--- config.mk ---
export PLATFORM = sky130hd
export DESIGN_NAME = mmio_serial_tx
export DESIGN_NICKNAME = d
export VERILOG_FILES = /design/src/rtl/txu_pkg.sv /design/src/rtl/txu_bus_port.sv /design/src/rtl/txu_bit_timer.sv /design/src/rtl/txu_frame_fsm.sv /design/src/rtl/mmio_serial_tx.sv
export SDC_FILE = /design/constraint.sdc
export NUM_CORES = 1
export LEC_CHECK = 0
export ABC_AREA = 1
export BUFFER_PORTS_ARGS = -buffer_cell sky130_fd_sc_hd__buf_2
export CAP_MARGIN = 0
export CORE_AREA = 4 4 57 70
export DETAILED_ROUTE_END_ITERATION = 16
export DIE_AREA = 0 0 61 74
export GPL_TIMING_DRIVEN = 0
export PLACE_DENSITY = 0.69
export RECOVER_POWER = 100
export SETUP_SLACK_MARGIN = 0.15
export SKIP_CTS_REPAIR_TIMING = 1
export SYNTH_ARGS = -nofsm -noshare
export SYNTH_HDL_FRONTEND = slang
export SYNTH_SLANG_ARGS = --single-unit
--- constraint.sdc ---
create_clock -name clk -period 1.7 [get_ports clk]
set_input_delay 0.085 -clock clk [delete_from_list [all_inputs] [get_ports clk]]
set_output_delay 0.085 -clock clk [all_outputs]
set_load 0.05 [all_outputs]
--- src/rtl/txu_pkg.sv ---
package txu_pkg;
  typedef enum logic [1:0] {
    TXU_IDLE  = 2'd0,
    TXU_START = 2'd1,
    TXU_DATA  = 2'd2,
    TXU_STOP  = 2'd3
  } txu_state_e;

  localparam int unsigned TXU_DEF_ADDR_W = 16;
  localparam int unsigned TXU_DEF_DATA_W = 8;
endpackage

--- src/rtl/txu_bus_port.sv ---
module txu_bus_port #(
  parameter int unsigned ADDR_W    = 16,
  parameter int unsigned DATA_W    = 8,
  parameter logic [ADDR_W-1:0] TX_ADDR   = '1,
  parameter logic [ADDR_W-1:0] STAT_ADDR = '1 - 1'b1
) (
  input  logic              clk,
  input  logic              rst_n,
  input  logic [ADDR_W-1:0] addr,
  input  logic              wr,
  input  logic              rd,
  input  logic              busy,
  output logic              load,
  output logic [DATA_W-1:0] rdata
);
  logic stat_hit;

  assign load     = wr && (addr == TX_ADDR);
  assign stat_hit = rd && (addr == STAT_ADDR);

  always_ff @(posedge clk) begin
    if (!rst_n) begin
      rdata <= '0;
    end else if (stat_hit) begin
      rdata <= {{(DATA_W-1){1'b0}}, busy};
    end else begin
      rdata <= '0;
    end
  end

  p_rdata_one_cycle_r9: assert property (@(posedge clk) disable iff (!rst_n)
    (rdata != '0) |-> $past(stat_hit));
  p_status_upper_zero_r5: assert property (@(posedge clk) disable iff (!rst_n)
    rdata[DATA_W-1:1] == '0);
endmodule

--- src/rtl/txu_bit_timer.sv ---
module txu_bit_timer #(
  parameter int unsigned BIT_CLKS = 16
) (
  input  logic clk,
  input  logic rst_n,
  input  logic restart,
  input  logic run,
  output logic tick
);
  localparam int unsigned CNT_W = (BIT_CLKS > 1) ? $clog2(BIT_CLKS) : 1;
  localparam logic [CNT_W-1:0] LAST = CNT_W'(BIT_CLKS - 1);

  logic [CNT_W-1:0] cnt;

  always_ff @(posedge clk) begin
    if (!rst_n || restart || !run) begin
      cnt <= '0;
    end else if (cnt == LAST) begin
      cnt <= '0;
    end else begin
      cnt <= cnt + 1'b1;
    end
  end

  assign tick = run && (cnt == LAST);

  p_cnt_bounded_r6: assert property (@(posedge clk) disable iff (!rst_n)
    cnt <= LAST);

  generate
    if (BIT_CLKS > 1) begin : g_multi
      p_tick_spaced_r6: assert property (@(posedge clk) disable iff (!rst_n)
        tick |=> !tick);
    end
  endgenerate
endmodule

--- src/rtl/txu_frame_fsm.sv ---
module txu_frame_fsm
  import txu_pkg::*;
#(
  parameter int unsigned DATA_W = 8
) (
  input  logic              clk,
  input  logic              rst_n,
  input  logic              load,
  input  logic [DATA_W-1:0] wdata,
  input  logic              tick,
  output logic              accept,
  output logic              busy,
  output logic              tx_line
);
  localparam int unsigned IDX_W = (DATA_W > 1) ? $clog2(DATA_W) : 1;
  localparam logic [IDX_W-1:0] LAST_IDX = IDX_W'(DATA_W - 1);

  txu_state_e       state;
  logic [IDX_W-1:0] idx;
  logic [DATA_W-1:0] hold;

  assign busy   = (state != TXU_IDLE);
  assign accept = load && !busy;

  always_ff @(posedge clk) begin
    if (!rst_n) begin
      state <= TXU_IDLE;
      idx   <= '0;
      hold  <= '0;
    end else begin
      unique case (state)
        TXU_IDLE: if (accept) begin
          state <= TXU_START;
          hold  <= wdata;
          idx   <= '0;
        end
        TXU_START: if (tick) begin
          state <= TXU_DATA;
          idx   <= '0;
        end
        TXU_DATA: if (tick) begin
          if (idx == LAST_IDX) state <= TXU_STOP;
          else                 idx   <= idx + 1'b1;
        end
        TXU_STOP: if (tick) state <= TXU_IDLE;
        default: state <= TXU_IDLE;
      endcase
    end
  end

  always_comb begin
    unique case (state)
      TXU_START: tx_line = 1'b0;
      TXU_DATA:  tx_line = hold[idx];
      default:   tx_line = 1'b1;
    endcase
  end

  p_start_low_r2: assert property (@(posedge clk) disable iff (!rst_n)
    accept |=> !tx_line);
  p_busy_write_dropped_r7: assert property (@(posedge clk) disable iff (!rst_n)
    (load && busy) |=> $stable(hold));
  p_stop_after_last_r4: assert property (@(posedge clk) disable iff (!rst_n)
    (state == TXU_DATA && tick && idx == LAST_IDX) |=> (state == TXU_STOP && tx_line));
  p_idle_high_r4: assert property (@(posedge clk) disable iff (!rst_n)
    (state == TXU_STOP && tick) |=> tx_line);
endmodule

--- src/rtl/mmio_serial_tx.sv ---
module mmio_serial_tx #(
  parameter int unsigned ADDR_W    = 16,
  parameter int unsigned DATA_W    = 8,
  parameter logic [ADDR_W-1:0] TX_ADDR   = 16'hFFFF,
  parameter logic [ADDR_W-1:0] STAT_ADDR = 16'hFFFE,
  parameter int unsigned BIT_CLKS  = 16
) (
  input  logic              clk,
  input  logic              rst_n,
  input  logic [ADDR_W-1:0] bus_addr,
  input  logic [DATA_W-1:0] bus_wdata,
  input  logic              bus_wr,
  input  logic              bus_rd,
  output logic [DATA_W-1:0] bus_rdata,
  output logic              tx_line
);
  logic load, accept, busy, tick;

  txu_bus_port #(
    .ADDR_W(ADDR_W), .DATA_W(DATA_W), .TX_ADDR(TX_ADDR), .STAT_ADDR(STAT_ADDR)
  ) u_port (
    .clk(clk), .rst_n(rst_n), .addr(bus_addr), .wr(bus_wr), .rd(bus_rd),
    .busy(busy), .load(load), .rdata(bus_rdata)
  );

  txu_bit_timer #(.BIT_CLKS(BIT_CLKS)) u_timer (
    .clk(clk), .rst_n(rst_n), .restart(accept), .run(busy), .tick(tick)
  );

  txu_frame_fsm #(.DATA_W(DATA_W)) u_fsm (
    .clk(clk), .rst_n(rst_n), .load(load), .wdata(bus_wdata), .tick(tick),
    .accept(accept), .busy(busy), .tx_line(tx_line)
  );

  p_nonmatch_no_start_r8: assert property (@(posedge clk) disable iff (!rst_n)
    (bus_wr && bus_addr != TX_ADDR && !busy) |=> tx_line);
endmodule

# [After elaboration in Yosys (flattened, before gate mapping)]
# Index checks and enable logic that the tools add are counted.
[word_totals] reg_bits=25 output_inout_bits=9 wordCells=52
[op_classes] n_addsub=2 order_cmp=1 eq_ne=13 muxes=14 reduce_logical=16
[ops] operator="equality test 16 bit, second input constant" n=2
[ops] operator="2-to-1 mux 3 bit" n=4
[ops] operator="2-to-1 mux 2 bit" n=5
[ops] operator="inequality test 2 bit, second input constant" n=5
[ops] operator="AND reduction 5 bit" n=2
[ops] operator="one-hot mux 3 bit (3 select lines)" n=1
[ops] operator="one-hot mux 2 bit (4 select lines)" n=1
[ops] operator="adder 4 x 1 -> 4 bit, second input constant" n=1
[ops] operator="equality test 2 bit, second input constant" n=2
[ops] operator="equality test 4 bit, second input constant" n=1
[ops] operator="logical AND 1 bit" n=4
[ops] operator="< comparator 3 x 4 -> 1 bit, second input constant" n=1
[ops] operator="AND reduction 2 bit" n=2
[ops] operator="adder 3 x 1 -> 3 bit, second input constant" n=1
[ops] operator="binary-select mux 1 bit (select 3 bit)" n=1
[ops] operator="equality test 3 bit, second input constant" n=1
[ops] operator="nonzero test 3 bit" n=1
[ops] operator="equality test 2 x 1 -> 1 bit, second input constant" n=1
[ops] operator="logical NOT 1 bit" n=2
[ops] operator="logical NOT 2 bit" n=1
[ops] operator="logical OR 1 bit" n=2
[ops] operator="inequality test 2 x 1 -> 1 bit, second input constant" n=1
[ops] operator="one-hot mux 1 bit (2 select lines)" n=1
[ops] operator="nonzero test 2 bit" n=1
[ops] operator="2 further kinds" n=2

# [Logic depth before layout (Yosys ltp)]
[depth] ltp_word=6 ltp_mapped=10 mapped_depth_nobuf=10

# [Hierarchy]
# Synthesis repeated with hierarchy kept, for this count alone.
[unflattened] hier_cells=166 area_unflattened_um2=1118.6
[by_module_without_submodules] mod="txu_frame_fsm" n_inst=1 cells_each=109 area_per_inst_um2=764.5 seq_area_each_um2=260.2
[by_module_without_submodules] mod="txu_bit_timer" n_inst=1 cells_each=25 area_per_inst_um2=186.4 seq_area_each_um2=80.1
[by_module_without_submodules] mod="txu_bus_port" n_inst=1 cells_each=32 area_per_inst_um2=167.7 seq_area_each_um2=20.0

# [Worst setup path before layout]
# No wires, ideal clock.
[synth_timing] kind="reg-to-output" startpoint="register u_fsm.state[0]" endpoint="output tx_line" t_arrival_ns=1.895 required_ns=1.615 setup_slack_ns=-0.280 path_stages_with_launch=5 path_buffers=1 path_cell_list="dfxtp_1 inv_1 ha_1 clkbuf_1 o21ai_0"
[synth_between] elab_chain_cells=2
[synth_lines] item="start, declared" line="txu_frame_fsm.sv:18" source="txu_state_e state;"
[synth_lines] item="start signal, assigned" line="txu_frame_fsm.sv:27" source="state <= TXU_IDLE;"
[synth_lines] item="start signal, assigned" line="txu_frame_fsm.sv:33" source="state <= TXU_START;"
[synth_lines] item="start signal, assigned" line="txu_frame_fsm.sv:38" source="state <= TXU_DATA;"
[synth_lines] item="equality test 2 bit or equality test 2 x 1 -> 1 bit (tied branches)" line="txu_frame_fsm.sv:52" source="unique case (state)"
[synth_lines] item="one-hot mux 1 bit (2 select lines) *" line="txu_frame_fsm.sv:52"
[synth_lines] item="end, declared" line="mmio_serial_tx.sv:15" source="output logic tx_line"
# Mark *: on every way between the ends. The rest lies on a longest branch, timed or not.

# [Worst setup path in the final report]
[layout_timing] startpoint="register u_fsm.idx[0]" endpoint="output tx_line"
[layout_between] elab_chain_cells=3
[layout_lines] item="start, declared" line="txu_frame_fsm.sv:19" source="logic [IDX_W-1:0] idx;"
[layout_lines] item="start signal, assigned" line="txu_frame_fsm.sv:43" source="else idx <= idx + 1'b1;"
[layout_lines] item="binary-select mux 1 bit (select 3 bit)" line="txu_frame_fsm.sv:54" source="TXU_DATA: tx_line = hold[idx];"
[layout_lines] item="2-to-1 mux 1 bit (not written as such)" line="txu_frame_fsm.sv:54"
[layout_lines] item="one-hot mux 1 bit (2 select lines)" line="txu_frame_fsm.sv:52"
# Every way passes these cells. The select of a mux whose other input is x is not followed.

==> reports/qor.yml <==
outcome: "finished clean"
final_util_pct: 43.7
totalWireLength_um: 2240
via_count: 1073
required_ps: 1620
core-area_um2: 3280
cts_buffers: 3
arrival_ps: 1450
skew_ps: 2.09
n_antenna_cell: 0
grt_pass1_wl_um: 3800
synth_cell_types: 21
dieWidth_um: 61
drive_gt1_share_pct: 24.4
p_leak_nw: 0.789
dpl_cell_area_um2: 1350
hold_ws_ps: 59.7
internal_power_mw: 0.829
synth.avg_cell_area_um2: 6.39
stdcell_count: 254
rows: 23
synth_top_cells_by_count: "nand2_1 (49), nor2_1 (38), inv_1 (23)"
initial_core_util_pct: 34.5
max_slew_margin_pct: 59.2
setup_viol: 0
clockRootBuffer: "clkbuf_8"
antenna_found_initial: 0
synth_top_area_share_pct: 31.9
syn_to_final_growth_pct: 26.8
p_sw_share_pct: 36.0
pre_cts_slack_ps: 48.7
cts_htree_levels: 1
dp.cells: 249
combPwrFrac_pct: 39.2
synth_edf_count: 0
setup_ws_ps: 168
ir_drop_v: 0.000495
critPathKind: "reg2out"
drtPass1Iterations: 2
final-max-slew-violation-count: 0
io_pins: 37
yosysTopAreaCell: "dfxtp_1"
grt_use_met1_pct: 11.7
max_freq_ghz: 0.653
drtIter0Drc: 27
busiest_layer: "met2"
power.total_mw: 1.30
grt_start_max_net_pins: 11
track_usage_pct: 10.8
p_per_area_nw_per_um2: 903
grt_util_met3_pct: 1.22
ys_seq_area_share_pct: 31.9
power_frac_seq_pct: 38.9
post-route-period-util_pct: 90.1
clk_pin_slew_ps: 60
yosysWarnings: 0
synthFlopType: "dfxtp_1"
power.switching_mw: 0.466
clock_latency_ps: 240
final_cell_area_um2: 1430
rsz0062_at_grt: "yes"
hold_viol: 0
first_global_vias: 976
critPathMaxFanout: 9
fin_tns_setup_ps: 0
min_path_type: "in2reg"
dieArea_um2: 4510
syn_area_um2: 1130
wire_per_inst_um: 8.81
numClockSinks: 18
via_per_inst: 4.22
synthArstFlopShare_pct: 0
critPathLaunchType: "register"
maxCapViolCount: 0
fin_nets: 255
power.share.clock_pct: 21.9
globalplace.congestion: 0.778
synth.area.top_cells: "dfxtp_1 (32%), nand2_1 (16%), nor2_1 (13%), ha_1 (8.8%), inv_1 (7.6%)"
finalCriticalPeriod_ps: 1530
die_h_um: 74
synth_cells: 177
hpwl_um: 1790
worst_pin_slew_ps: 614
use_met2_pct: 20.6
clockBufferDepth: 2
overflow: 0
synth-seq-cells: 18
portBuffers: 29
drc: 0
ant_nets: 0
yosys.cell_count.top_type: "nand2_1"
critPathCaptureType: "primary output"
cts_tree: "built"
flip-flops by register name (all words and copies together) (netlist names):
name and cells:
u_fsm.hold 8, u_timer.cnt 4, u_fsm.idx 3, u_fsm.state 2
u_port.rdata 1
power groups by stage:
| stage | clock, mW | combinational [mW] | sequential, mW |
|---|---|---|---|
| 4_1_cts | 0.294 | 0.457 | 0.497 |
| 3_3_place_gp | 0 | 0.446 | 0.505 |
| 2_1_floorplan | 0 | 0.361 | 0.498 |
| 3_5_place_dp | 0 | 0.454 | 0.507 |
| 6_report | 0.283 | 0.508 | 0.504 |
| 5_1_grt | 0.313 | 0.580 | 0.511 |
layout by cell type (no fill, tap or decap), drive strengths merged, types with 3 or more instances in the layout:
master | netlist | layout
o21ai | 3 | 3
inv | 23 | 23
conb | 1 | 7
nand2 | 49 | 49
clkbuf | 2 | 5
nor2 | 39 | 39
nand3 | 10 | 10
buf | 9 | 40
o211ai | 3 | 3
dfxtp | 18 | 18
ha | 8 | 8
a21oi | 8 | 8
cell families after synthesis:
group	Yosys count	synth area share, %
AO/OA/AOI/OAI	14	6.86
XOR/XNOR	1	0.774
adder cells (fa/ha/maj)	8	8.85
buffers and inverters	34	15.3
flip-flops	18	31.9
other	1	0.332
AND/OR/NAND/NOR	101	36.1
worst max-delay path, stage by stage (launching register included):
cell and delay (ps):
dfxtp_2 330, buf_6 130, o211ai_1 150, nand2_1 70
o211ai_1 210, o21ai_0 140, buf_6 180
metal layers:
metal / vias up / share of wire (%)
li1: 604 / -
met1: 455 / 44
met2: 12 / 51
met3: 2 / 3.2
met4: 0 / 1.5
met5: - / 0
cell type report:
class | count | area [um2]
repair buffers | 31 | 165
inverters | 23 | 86.3
fillers | 369 | 1850
flip-flops and latches | 18 | 365
plain buffers | 11 | 100
multi-input cells | 131 | 629
clock buffers | 3 | 41.3
well taps | 37 | 46.3
path summary, 6_finish.rpt:
| path | start | to | slack, ps | depth (start not counted) |
|---|---|---|---|---|
| max | u_fsm.idx[0] | tx_line | 170 | 6 |
| min | bus_wdata[3] | u_fsm.hold[3] | 60 | 3 |
| max reg2reg | u_fsm.idx[1] | u_fsm.idx[0] | 230 | 9 |
| min reg2reg | u_timer.cnt[0] | u_timer.cnt[0] | 450 | 1 |
Power figures use the tool's default switching activity.
